===== src/rtl/cbm_pkg.sv =====
package cbm_pkg;
  localparam int ADDR_W = 32;
  localparam int MASK_W = 16;
  localparam int STEP_W = 3;

  typedef struct packed {
    logic              maskLoad;
    logic              ptrLoad;
    logic              accFire;
    logic              applyMask;
    logic              incFire;
    logic [STEP_W-1:0] incBytes;
  } cbmStrobes_t;
endpackage


===== src/rtl/cbm_ctrl.sv =====
module cbm_ctrl
  import cbm_pkg::*;
(
  input  logic        clk,
  input  logic        rst_n,
  input  logic        maskWrEn,
  input  logic        ptrWrEn,
  input  logic        accValid,
  input  logic        accSize,
  input  logic        postInc,
  input  logic        maskSel,
  output cbmStrobes_t strobes,
  output logic        vldQ
);
  localparam logic [STEP_W-1:0] WORD_STEP = STEP_W'(2);
  localparam logic [STEP_W-1:0] LONG_STEP = STEP_W'(4);

  always_comb begin
    strobes           = '0;
    strobes.maskLoad  = maskWrEn;
    strobes.ptrLoad   = ptrWrEn;
    strobes.accFire   = accValid;
    strobes.applyMask = accValid & maskSel;
    strobes.incFire   = accValid & postInc;
    strobes.incBytes  = accSize ? LONG_STEP : WORD_STEP;
  end

  always_ff @(posedge clk or negedge rst_n) begin
    if (!rst_n) vldQ <= 1'b0;
    else        vldQ <= accValid;
  end
endmodule


===== src/rtl/cbm_datapath.sv =====
module cbm_datapath
  import cbm_pkg::*;
#(
  parameter int NUM_PTR = 8,
  localparam int IDX_W  = $clog2(NUM_PTR),
  localparam int HI_W   = ADDR_W - MASK_W
) (
  input  logic              clk,
  input  logic              rst_n,
  input  cbmStrobes_t       strobes,
  input  logic [ADDR_W-1:0] maskWrData,
  input  logic [IDX_W-1:0]  ptrWrIdx,
  input  logic [ADDR_W-1:0] ptrWrData,
  input  logic [IDX_W-1:0]  ptrRdIdx,
  input  logic [IDX_W-1:0]  accIdx,
  output logic [ADDR_W-1:0] maskRdData,
  output logic [ADDR_W-1:0] ptrRdData,
  output logic [ADDR_W-1:0] outAddr
);
  logic [MASK_W-1:0] maskQ;
  logic [ADDR_W-1:0] fullMask;
  logic [ADDR_W-1:0] ptrQ [NUM_PTR];
  logic [ADDR_W-1:0] accPtr;
  logic [ADDR_W-1:0] incPtr;
  logic [ADDR_W-1:0] wbPtr;
  logic [ADDR_W-1:0] effAddr;

  always_ff @(posedge clk or negedge rst_n) begin
    if (!rst_n)                maskQ <= '1;
    else if (strobes.maskLoad) maskQ <= maskWrData[MASK_W-1:0];
  end

  assign fullMask   = {{HI_W{1'b1}}, maskQ};
  assign maskRdData = fullMask;

  assign accPtr  = ptrQ[accIdx];
  assign incPtr  = accPtr + ADDR_W'(strobes.incBytes);
  assign wbPtr   = strobes.applyMask ? (incPtr & fullMask) : incPtr;
  assign effAddr = strobes.applyMask ? (accPtr & fullMask) : accPtr;

  for (genvar i = 0; i < NUM_PTR; i++) begin : g_ptr
    logic loadHit;
    logic incHit;
    assign loadHit = strobes.ptrLoad && (ptrWrIdx == IDX_W'(i));
    assign incHit  = strobes.incFire && (accIdx == IDX_W'(i));
    always_ff @(posedge clk or negedge rst_n) begin
      if (!rst_n)       ptrQ[i] <= '0;
      else if (loadHit) ptrQ[i] <= ptrWrData;
      else if (incHit)  ptrQ[i] <= wbPtr;
    end
  end

  assign ptrRdData = ptrQ[ptrRdIdx];

  always_ff @(posedge clk or negedge rst_n) begin
    if (!rst_n)               outAddr <= '0;
    else if (strobes.accFire) outAddr <= effAddr;
  end
endmodule


===== src/rtl/cbuf_mask_unit.sv =====
module cbuf_mask_unit
  import cbm_pkg::*;
#(
  parameter int NUM_PTR = 8,
  localparam int IDX_W  = $clog2(NUM_PTR)
) (
  input  logic              clk,
  input  logic              rst_n,
  input  logic              maskWrEn,
  input  logic [ADDR_W-1:0] maskWrData,
  output logic [ADDR_W-1:0] maskRdData,
  input  logic              ptrWrEn,
  input  logic [IDX_W-1:0]  ptrWrIdx,
  input  logic [ADDR_W-1:0] ptrWrData,
  input  logic [IDX_W-1:0]  ptrRdIdx,
  output logic [ADDR_W-1:0] ptrRdData,
  input  logic              accValid,
  input  logic [IDX_W-1:0]  accIdx,
  input  logic              accSize,
  input  logic              postInc,
  input  logic              maskSel,
  output logic              outVld,
  output logic [ADDR_W-1:0] outAddr
);
  cbmStrobes_t strobes;

  cbm_ctrl u_ctrl (
    .clk(clk), .rst_n(rst_n), .maskWrEn(maskWrEn), .ptrWrEn(ptrWrEn),
    .accValid(accValid), .accSize(accSize), .postInc(postInc),
    .maskSel(maskSel), .strobes(strobes), .vldQ(outVld)
  );

  cbm_datapath #(.NUM_PTR(NUM_PTR)) u_dp (
    .clk(clk), .rst_n(rst_n), .strobes(strobes), .maskWrData(maskWrData),
    .ptrWrIdx(ptrWrIdx), .ptrWrData(ptrWrData), .ptrRdIdx(ptrRdIdx),
    .accIdx(accIdx), .maskRdData(maskRdData), .ptrRdData(ptrRdData),
    .outAddr(outAddr)
  );
endmodule


===== config.mk =====
export PLATFORM = sky130hd
export DESIGN_NAME = cbuf_mask_unit
export DESIGN_NICKNAME = d
export VERILOG_FILES = /design/src/rtl/cbm_pkg.sv /design/src/rtl/cbm_ctrl.sv /design/src/rtl/cbm_datapath.sv /design/src/rtl/cbuf_mask_unit.sv
export SDC_FILE = /design/constraint.sdc
export NUM_CORES = 1
export LEC_CHECK = 0
export BUFFER_PORTS_ARGS = -buffer_cell sky130_fd_sc_hd__buf_4
export CAP_MARGIN = 10
export CORE_MARGIN = 1
export CORE_UTILIZATION = 50
export CTS_CLUSTER_DIAMETER = 120
export DETAILED_ROUTE_END_ITERATION = 7
export PLACE_DENSITY_LB_ADDON = 0.1
export SLEW_MARGIN = 20
export SYNTH_ARGS = -nofsm -noshare
export SYNTH_HDL_FRONTEND = slang
export SYNTH_SLANG_ARGS = --single-unit

===== constraint.sdc =====
create_clock -name clk -period 4.6 [get_ports clk]
set_input_delay 0.46 -clock clk [delete_from_list [all_inputs] [get_ports clk]]
set_output_delay 0.46 -clock clk [all_outputs]
set_load 0.01 [all_outputs]

Yosys cells after proc, flatten, opt, wreduce, memory -nomap -nowiden
Index checks and enable logic that the tools add are counted.
Word-level totals
  logic and storage cells: 85
  flip-flop bits (word level): 305
Cells by class
  add/sub/neg operators: 1
  muxes and demuxes: 25
  eq/ne operators: 14
  reduce and logical (&&, ||, !) cells: 26
  bitwise logic cells: 6
  order comparisons: 2
Operators with widths (number)
  $mux 32: 22
  $bmux 32 s3: 2
  $and 32x32->32: 2
  $add 32x3->32: 1
  $eq 3x3->1 const B: 8
  $logic_and 1x1->1: 16
  $reduce_bool 2->1: 8
  $eq 3x2->1 const B: 4
  $ge 4x4->1 const B: 2
  $not 3->4: 2
  $eq 3x1->1 const B: 2
  $logic_not 3->1: 2
  $mux 3: 1
  $and 1x1->1: 2

Longest topological paths before layout
Gate-level depths: netlist of run 1.
  depth after elaboration: 9
  gate-level depth with buffers: 18
  gate-level depth less buffers: 11

Modules after synthesis
From an unflattened synthesis of run 1, not the netlist that was laid out.
Unflattened totals
  cells, all modules: 2096
  area total of the unflattened synthesis: 19080.8 µm²
Modules (own cells, without submodules)
  cbm_datapath: sequential area each 7627.3 µm², times used 1, cells an instance 2086, area an instance 18998.2 µm²
  cbm_ctrl: sequential area each 25.0 µm², times used 1, cells an instance 10, area an instance 82.6 µm²

Least setup slack after synthesis of run 1
OpenSTA, ideal clock, no wires.
  kind: in2reg
  from: input accIdx[0]
  to: register u_dp.ptrQ[123] in the netlist's numbering
  arrival time: 4.268 ns
  buffers on the path: 7
  stages: 18
  required time: 4.478 ns
  path slack: 0.210 ns
  cell sequence: buf_6 > buf_12 > buf_8 > buf_8 > buf_6 > buf_1 > mux4_2 > mux2_2 > ha_1 > inv_1 > fa_1 > nand3b_1 > nor3_1 > nand4_2 > or4_1 > clkbuf_1 > nand3_1 > a21oi_1
Between the ends
  cells in the longest elaborated chain, start to end: 9
  elaborated cells between the ends (all ways): 12
  those cells by class: 1 x add/sub; 1 x eq/ne; 6 x mux; 2 x bitwise; 2 x reduce/logical
Ends and longest elaborated chain
  start: declaration: RTL line cbuf_mask_unit.sv:18  | input logic [IDX_W-1:0] accIdx,
  $not 3->4 (implied by the code): RTL line cbm_datapath.sv:36  | assign accPtr = ptrQ[accIdx];
  $bmux 32 s3: RTL line cbm_datapath.sv:36
  $mux 32 (implied by the code) (2 in a row): RTL line cbm_datapath.sv:36
  $add 32x3->32: RTL line cbm_datapath.sv:37  | assign incPtr = accPtr + ADDR_W'(strobes.incBytes);
  $and 32x32->32: RTL line cbm_datapath.sv:38  | assign wbPtr = strobes.applyMask ? (incPtr & fullMask) : incPtr;
  $mux 32: RTL line cbm_datapath.sv:38
  $mux 32: RTL line cbm_datapath.sv:49  | else if (incHit) ptrQ[i] <= wbPtr;
  $mux 32: RTL line cbm_datapath.sv:48  | else if (loadHit) ptrQ[i] <= ptrWrData;
  end signal: indexed assignment: RTL line cbm_datapath.sv:48
  end signal: indexed assignment: RTL line cbm_datapath.sv:49
  end: declaration: RTL line cbm_datapath.sv:22  | logic [ADDR_W-1:0] ptrQ [NUM_PTR];
Parallel ways exist; a longest one is shown, timed or not. The select of a mux whose other input is x is not followed.
A chain may end at the register's enable or synchronous reset.

Worst setup path after layout of run 1
  from: input accIdx[0]
  to: register u_dp.ptrQ[153] in the netlist's numbering
The elaborated chain is that of the path after synthesis.

==> metrics list, run 1 <==
- Final hold analysis gives a worst-case slack of 0.0297 ns.
* Worst slew margin: 21.1%
- The first routing iteration left 2,347 violations.
- DIE HEIGHT: 197 um
* Number of global-route vias before repair: 17,400
- Post-route cell area: 21,500 um2
- # resized after CTS: 0
- For this run, the detailed router's first-pass iteration total came to 7.
- Wirelength, routed: 74,400 um
- Pin placement for this block handled 178 I/O pins.
- In this run the cell area measured after placement is 20,400 um2.
- Worst reg2reg path startpoint: u_dp.ptrQ[193]$_DFFE_PN0P_
- Final total power: 9.71 mW
* Number of antenna violations at the first check in global routing: 1
* Hold Buf Count CTS: 0
* Share of the cycle needed by the critical path after routing: 82.2%
* Avg Vias per Cell: 6.72
- At the later pin of the worst-skew pair, clock insertion delay measures 0.56 ns.
- The die covers 38,600 um2.
* Routed vias: 17,900
* Clock net sink count: 305
* Worst-case vdd ir drop: 259 uV
- Entering global routing, the biggest net connects 127 pins.
- Post-synth EDFFs: 0
* Required arrival time at the worst endpoint: 5.03 ns
- Of the total power, the share spent switching nets is 34.1%.
- In this design, the stage delay of the slowest critical-path cell is 0.74 ns.
- Clock network fraction of total power: 28.7%
- From synthesis to final layout, the design area changed by 13.8%.
* Floorplan die width: 197 um
- Cell internal power dissipation: 6.40 mW
- Signal arrival time at the worst endpoint: 4.21 ns
* TNS Setup: 0 ns
* Number of buffers inserted by port buffering: 145
- The first global-routing pass estimated 110,000 um of wire.
- Number of nets with antenna violations after routing: 0
- The worst hold path belongs to the class in -> async.
* Sequential cell fraction of total power: 39.9%
- Count of final max-slew check failures: 0
- Setup repair after global routing left no endpoint under its margin.
- Highest achievable clock rate: 265 MHz
* Warning count from the yosys run: 0
* Clock transition time at the flip-flop clock pins of the worst setup and hold paths: 0.06 ns
* Leading register cell type out of synthesis: dfrtp_1
- Mean routed wirelength per cell: 27.8 um
- Cell row count: 70
- The hold violation count in the final report came to 0.
* Fin crit period: 3.78 ns
- Summed over all nets, the half-perimeter wirelength after detailed placement is 45,100 um.
- Number of standard cells after synthesis: 2,080
* Beginning of the critical path: accIdx[0]
- In this design, the critical path's most frequently occurring cell is buf_4.
- The run finished with clean final reports.
- Share of the yosys chip area belonging to registers: 40.4%
- Across every metal layer, demand over resource in global routing totals 38.7%.
- Static power due to leakage: 8.81 nW
* Maximum net fanout on the critical path: 53
- Max clock buf depth: 3
- Counting tap cells, the placed design contains a total of 2,608 instances.
- Routability cong.: 0.880
- Number of DRC violations after detailed routing: 0
* Max-cap violations: 0
* Share of async-settable or async-resettable flops after synthesis: 100%
- Among all stages on the critical path, the largest delay is contributed by or4_1.
- Slew @ Worst Pin: 1.18 ns
- In this run the post-CTS setup repair buffer count came out at 0.
* Register bit count reported by yosys: 305
* Initial cell density of the core: 51.2%
* Non-filler cells in the finished layout: 2,672
- The post-route netlist has 23.6% of its cells at a drive strength greater than 1.
- After synthesis, the mean cell area works out to 9.10 um2.
- The total overflow left after global routing is 0.
* Critical path startpoint category: input pin
- Power per cell area: 451 nW/um2
- Critical path capture point type: flop
- Clock root cell: clkbuf_16
* Clock skew after layout: 0.0201 ns
- Depth of the worst register-to-register path: 12
- Worst path cell trace: buf_4 -> buf_12 -> buf_4 -> nand2b_1 -> o211ai_1 -> nor4_4 -> or3b_1 -> or4_1 -> nand3_1 -> a21oi_1
- Core region area: 37,000 um2
- The worst register-to-register path ends at u_dp.ptrQ[153]$_DFFE_PN0P_.
* Switching power of the nets: 3.31 mW
- In this run the number of H-tree levels came out at 2.
* Post-Syn Area: 18,900 um2
- Per report_power, the combinational group accounts for 31.3% of the total.
* Number of nets in the layout: 2,227
* Synth unique cells: 76
* CTS tree: done
- In this run the register-to-register setup slack is 0.87 ns.
* Setup crit end: u_dp.ptrQ[153]$_DFFE_PN0P_
* Worst Path Class, Setup: in -> reg
- Setup violations, final: 0
* Number of clock buffers inserted by TritonCTS: 37
-- synth_stat cells, types with 17 or more instances --
cell type  instances  area (um2)
nor2_1           280        1050
buf_1             49         184
nand2_1          196         736
o21ai_0           91         455
mux2_2            68         766
dfrtp_1          289        7230
mux4_2            98        2210
a31oi_1           42         263
a21oi_1          350        1750
nor3_1            25         125
mux2i_1           46         460
o21ai_1           17        85.1
clkbuf_1         130         488
nand3_1          133         666
-- registers in the layout (all words and copies together) (netlist names) --
register,count
u_dp.ptrQ,256
u_ctrl.vldQ,1
u_dp.maskQ,16
u_dp.outAddr,32
-- power by group through the flow --
stage               Combinational (mW)  Clock, mW  Sequential [mW]
floorplan                         1.97          0             3.76
global placement                  2.94          0             3.85
detailed placement                3.00          0             3.88
CTS                               3.01       2.80             3.85
global route                      3.28       2.90             3.94
finish                            3.04       2.79             3.88
-- routing by layer --
layer	track usage (%)	share of wire, %	vias up
li1	-	-	7569
met1	52.9	38	8766
met2	57.4	44	1330
met3	8.40	12	279
met4	21.2	5.5	0
met5	0	0	-
-- stage by stage --
stage | setup WS, ns | util (%)
after detailed placement | 0.379 | 55.3
after floorplan | 0.210 | -
after global routing | 0.662 | 58.3
after CTS | 0.918 | 58.3
after global placement | 0.434 | 55.3
final | 0.820 | 58.3
-- critical path, delay by kind of cell --
kind | cells | cell delay (ns)
and+or+nand+nor | 5 | 2.28
buffers and inverters | 3 | 0.95
AOI/OAI and AO/OA | 2 | 0.39
-- worst min-delay path by stage --
stage	start	end	slack, ns
final	rst_n	u_dp.outAddr[2]$_DFFE_PN0P_	0.03
after global routing	rst_n	u_dp.outAddr[2]$_DFFE_PN0P_	0.13
after CTS	rst_n	u_dp.outAddr[15]$_DFFE_PN0P_	0.08
after detailed placement	u_dp.outAddr[8]$_DFFE_PN0P_	u_dp.outAddr[8]$_DFFE_PN0P_	0.48
after global placement	u_dp.outAddr[8]$_DFFE_PN0P_	u_dp.outAddr[8]$_DFFE_PN0P_	0.47
after floorplan	rst_n	u_ctrl.vldQ$_DFF_PN0_	0.16
-- cell type report --
| cell class | instances | area (um2) |
|---|---|---|
| flip-flops and latches | 305 | 7650 |
| well taps | 504 | 631 |
| clock buffers | 58 | 1070 |
| clock inverters | 5 | 25.0 |
| fillers | 3299 | 15400 |
| diodes | 1 | 2.50 |
| multi-input cells | 1560 | 10300 |
| repair buffers | 227 | 1770 |
| inverters | 12 | 45.0 |
-- cells by family after synthesis --
family,after synthesis,share of synthesized area (%)
AND/OR/NAND/NOR,734,17.5
AO/OA/AOI/OAI,580,17.2
flip-flops,305,40.4
buffers and inverters,230,5.55
multiplexers,215,18.5
XOR/XNOR,12,0.555
adder cells (fa/ha/maj),3,0.238
other,1,0.0198
-- cell usage in the layout (no fill, tap or decap), types with 37 or more instances in the layout --
cell and count:
o21ai_0 91, mux4_2 98, nand2_1 196, nor2_1 266, a21oi_1 350, buf_4 221, a31oi_1 42, clkbuf_16 37
mux2i_1 46, nand3_1 130, mux2_2 68, dfrtp_1 289
Power figures use the tool's default switching activity.
==> run 2: changes to the inputs <==
==> constraint.sdc (replaced) <==
create_clock -name clk -period 3.3 [get_ports clk]
set_input_delay 0.33 -clock clk [delete_from_list [all_inputs] [get_ports clk]]
set_output_delay 0.33 -clock clk [all_outputs]
set_load 0.01 [all_outputs]
==> metrics list, run 2 (synthesis results as in run 1) <==
- Switching power of the nets: 4.78 mW (+44%)
- Most frequent cells in the layout: 350 x a21oi_1, 317 x buf_4, 289 x dfrtp_1
- Non-filler cells in the finished layout: 2,786 (+4.3%)
* Result of the run: finished with violations
* Smallest setup slack after layout: -0.0207 ns (-0.840 ns)
- Fin crit period: 3.32 ns
- The core box area was 37,000 um2 (unchanged).
* Largest net degree at the start of global routing: 81 (-36%)
- Post-route cell area: 22,800 um2 (+6.0%)
- The power share of the sequential group was 38.4% (-1.5 points).
* Clock network fraction of total power: 28.9% (+0.2 points)
* Worst-case vdd ir drop: 396 uV (+53%)
- The vertical die dimension is 197 um (unchanged).
- The largest registers in the layout are u_dp.ptrQ: 256 flops, u_dp.outAddr: 32 flops, u_dp.maskQ: 16 flops.
- Beginning of the critical path: u_dp.ptrQ[162]$_DFFE_PN0P_
* Num ports: 178 (unchanged)
- Maximum net fanout on the critical path: 12 (-77%)
* Cell depth of the worst setup path: 11 (+1)
- The utilization after layout came to 61.8% (+3.5 points).
- Clock net sink count: 305 (unchanged)
* Most Frequent Cell on Critical Path: a21oi_1
- Post-CTS Setup Inserts: 0 (unchanged)
- Combinational group share of total power: 32.7% (+1.4 points)
- Hold Crit Class: in -> reg
* Sum of buffers and inverters on the critical path: 2 (-1)
- Wirelength, routed: 76,600 um (+3.0%)
- Power per cell area: 619 nW/um2 (+37%)
- The data required time of the worst path is 3.71 ns (-1.32 ns).
- The count of pins over their slew limit was 0 (unchanged).
* Number of buffers inserted by port buffering: 145 (unchanged)
- Cell row count: 70 (unchanged)
- Number of instances on the worst hold path: 3
* Initial DRC Count: 2,291 (-2.4%)
- Fraction of layout cells with a size suffix above 1: 29.1% (+5.5 points)
- Clock skew after layout: 0.0135 ns (-0.00652 ns)
* Routability cong.: 0.941 (+6.9%)
- Final total power: 14.1 mW (+46%)
- The headroom to the max-slew limit came to 34.6% (+14 points).
* Cell internal power dissipation: 9.35 mW (+46%)
- Top cell family by delay on the critical path: simple AND/OR/NAND/NOR gates
- The number of vias after detailed routing was 18,700 (+4.0%).
- The transition time at the pin with the least slew margin is 0.980 ns (-0.205 ns).
- Most common library cell in the layout ignoring fill and taps: a21oi_1
- The number of routed nets with antenna violations is 0 (unchanged).
- The largest individual stage delay along the critical path comes from the cell or4_1.
- Floorplan die width: 197 um (unchanged)
* Total instance count after detailed placement: 2,715 (+4.1%)
- Minimum hold slack: 0.0290 ns (-0.000701 ns)
* Area growth from synthesis to layout: 20.7%
- Global router's overall resource usage: 39.9% (+1.2 points)
- Max-cap violations: 0 (unchanged)
- The critical path goes through mux4_2 -> mux2i_2 -> inv_1 -> ha_1 -> a21oi_1 -> nor3_2 -> nand4_1 -> buf_4 -> or4_1 -> nand3_1 -> a21oi_1.
* Number of nets in the layout: 2,336 (+4.9%)
- The number of flip-flops in the largest register came to 256 (unchanged).
- The number of global-route vias before repair is 18,000 (+3.6%).
* Number of clock buffers inserted by TritonCTS: 38 (+2.7%)
* Wire length of the first global-routing pass: 115,000 um (+4.2%)
- Largest register by flop count: u_dp.ptrQ
- Die area: 38,600 um2 (unchanged)
* Final hold violation count: 0 (unchanged)
- The startpoint identified for the worst register-to-register timing path is u_dp.ptrQ[162]$_DFFE_PN0P_.
* Max clock buf depth: 3 (unchanged)
- Depth of the worst register-to-register path: 11 (-1)
* Clock Latency Late Sink: 0.53 ns (-0.03 ns)
- Setup violations, final: 1 (+1)
- Violated checks: setup timing
- Dividing the final minimum period by the clock period gives 101%.
- Proportion of total power due to net switching: 33.8% (-0.24 points)
- Signal arrival time at the worst endpoint: 3.73 ns (-0.48 ns)
* Pre-antenna DRT Iters: 8 (+1)
- Number of antenna violations at the first check in global routing: 2 (+1)
* Mean routed wirelength per cell: 27.5 um (-1.2%)
* Critical path's largest stage delay: 0.61 ns (-0.13 ns)
* Startpoint of the lowest-slack hold path: maskWrData[3]
- The leakage component of the power was 9.49 nW (+7.8%).
- Clock transition time at the flip-flop clock pins of the worst setup and hold paths: 0.06 ns (about the same)
* Clock root cell: clkbuf_16
* H-tree depth: 2 (unchanged)
- The final routed DRC violation total was 0 (unchanged).
- Critical path capture point type: flop
- The initial standard-cell utilization of the core came to 51.2% (unchanged).
- Worst Path Class, Setup: reg -> reg
- The via density per instance is 6.70 (-0.23%).
* Critical path startpoint category: flop
- Timing would allow up to 301 MHz.
* Detail Placement HPWL: 48,600 um (+7.8%)
- CTS tree: done
- The leftover overflow at the end of global routing was 0 (unchanged).
* Placed Area: 21,600 um2 (+5.6%)
[run 2: cell count changes in the layout (fill, tap and decap cells not counted), sizes merged]
cell         change
dlygate4sd3      +1
bufinv           +1
clkbuf           -2
diode            +1
clkinv           +5
buf            +107
inv              +1
[run 2: power groups by stage]
stage	Combinational, mW	Clock [mW]	Sequential (mW)
final	4.62	4.09	5.43
after global routing	4.94	4.25	5.52
after CTS	4.54	4.09	5.38
after detailed placement	4.52	0	5.43
after global placement	4.44	0	5.38
after floorplan	2.84	0	5.24
[run 2: routing by layer]
metal | share of wire, % | track usage [%] | wire (um) | vias up
li1 | - | - | - | 7806
met1 | 37 | 53.6 | 28600 | 9108
met2 | 45 | 60.1 | 34100 | 1448
met3 | 13 | 9.94 | 9840 | 305
met4 | 5.3 | 20.0 | 4040 | 0
met5 | 0 | 0 | 0 | -
[run 2: through the flow]
stage | setup TNS (ns) | setup WS, ns
global route | -0.509 | -0.0506
finish | -0.0207 | -0.0207
global placement | -11.30 | -0.228
floorplan | -43.78 | -0.480
detailed placement | -10.23 | -0.244
CTS | 0 | 0.101
[run 2: area by class of cell]
type | count | area, um2
sequential | 305 | 7650
inverter | 12 | 45.0
fill | 3182 | 14100
clock buffer | 56 | 1110
timing repair buffer | 335 | 2730
clock inverter | 12 | 88.8
antenna | 2 | 5.00
multi-input combinational | 1560 | 10600
tap | 504 | 631
[run 2: worst paths after layout]
| check | endpoint | slack [ns] |
|---|---|---|
| max | u_dp.ptrQ[188]$_DFFE_PN0P_ | -0.02 |
| min | u_dp.maskQ[3]$_DFFE_PN1P_ | 0.03 |
| max reg2reg | u_dp.ptrQ[188]$_DFFE_PN0P_ | -0.02 |
| min reg2reg | u_dp.outAddr[8]$_DFFE_PN0P_ | 0.50 |
| max in group asynchronous | u_dp.ptrQ[177]$_DFFE_PN0P_ | 1.80 |
| min in group asynchronous | u_dp.outAddr[0]$_DFFE_PN0P_ | 0.39 |
[run 2: timing repair]
action	4_1_cts	5_1_grt
endpoints found under the setup margin	0	22
hold buffers	1	0
hold endpoints to repair	71	0
resized for setup	0	6
[run 2: worst reg2reg max path: stages, from the launching register on]
cell and delay, ns:
dfrtp_1 0.41, mux4_2 0.48, mux2i_2 0.22, inv_1 0.07, ha_1 0.27, a21oi_1 0.15, nor3_2 0.35, nand4_1 0.14
buf_4 0.23, or4_1 0.61, nand3_1 0.19, a21oi_1 0.08
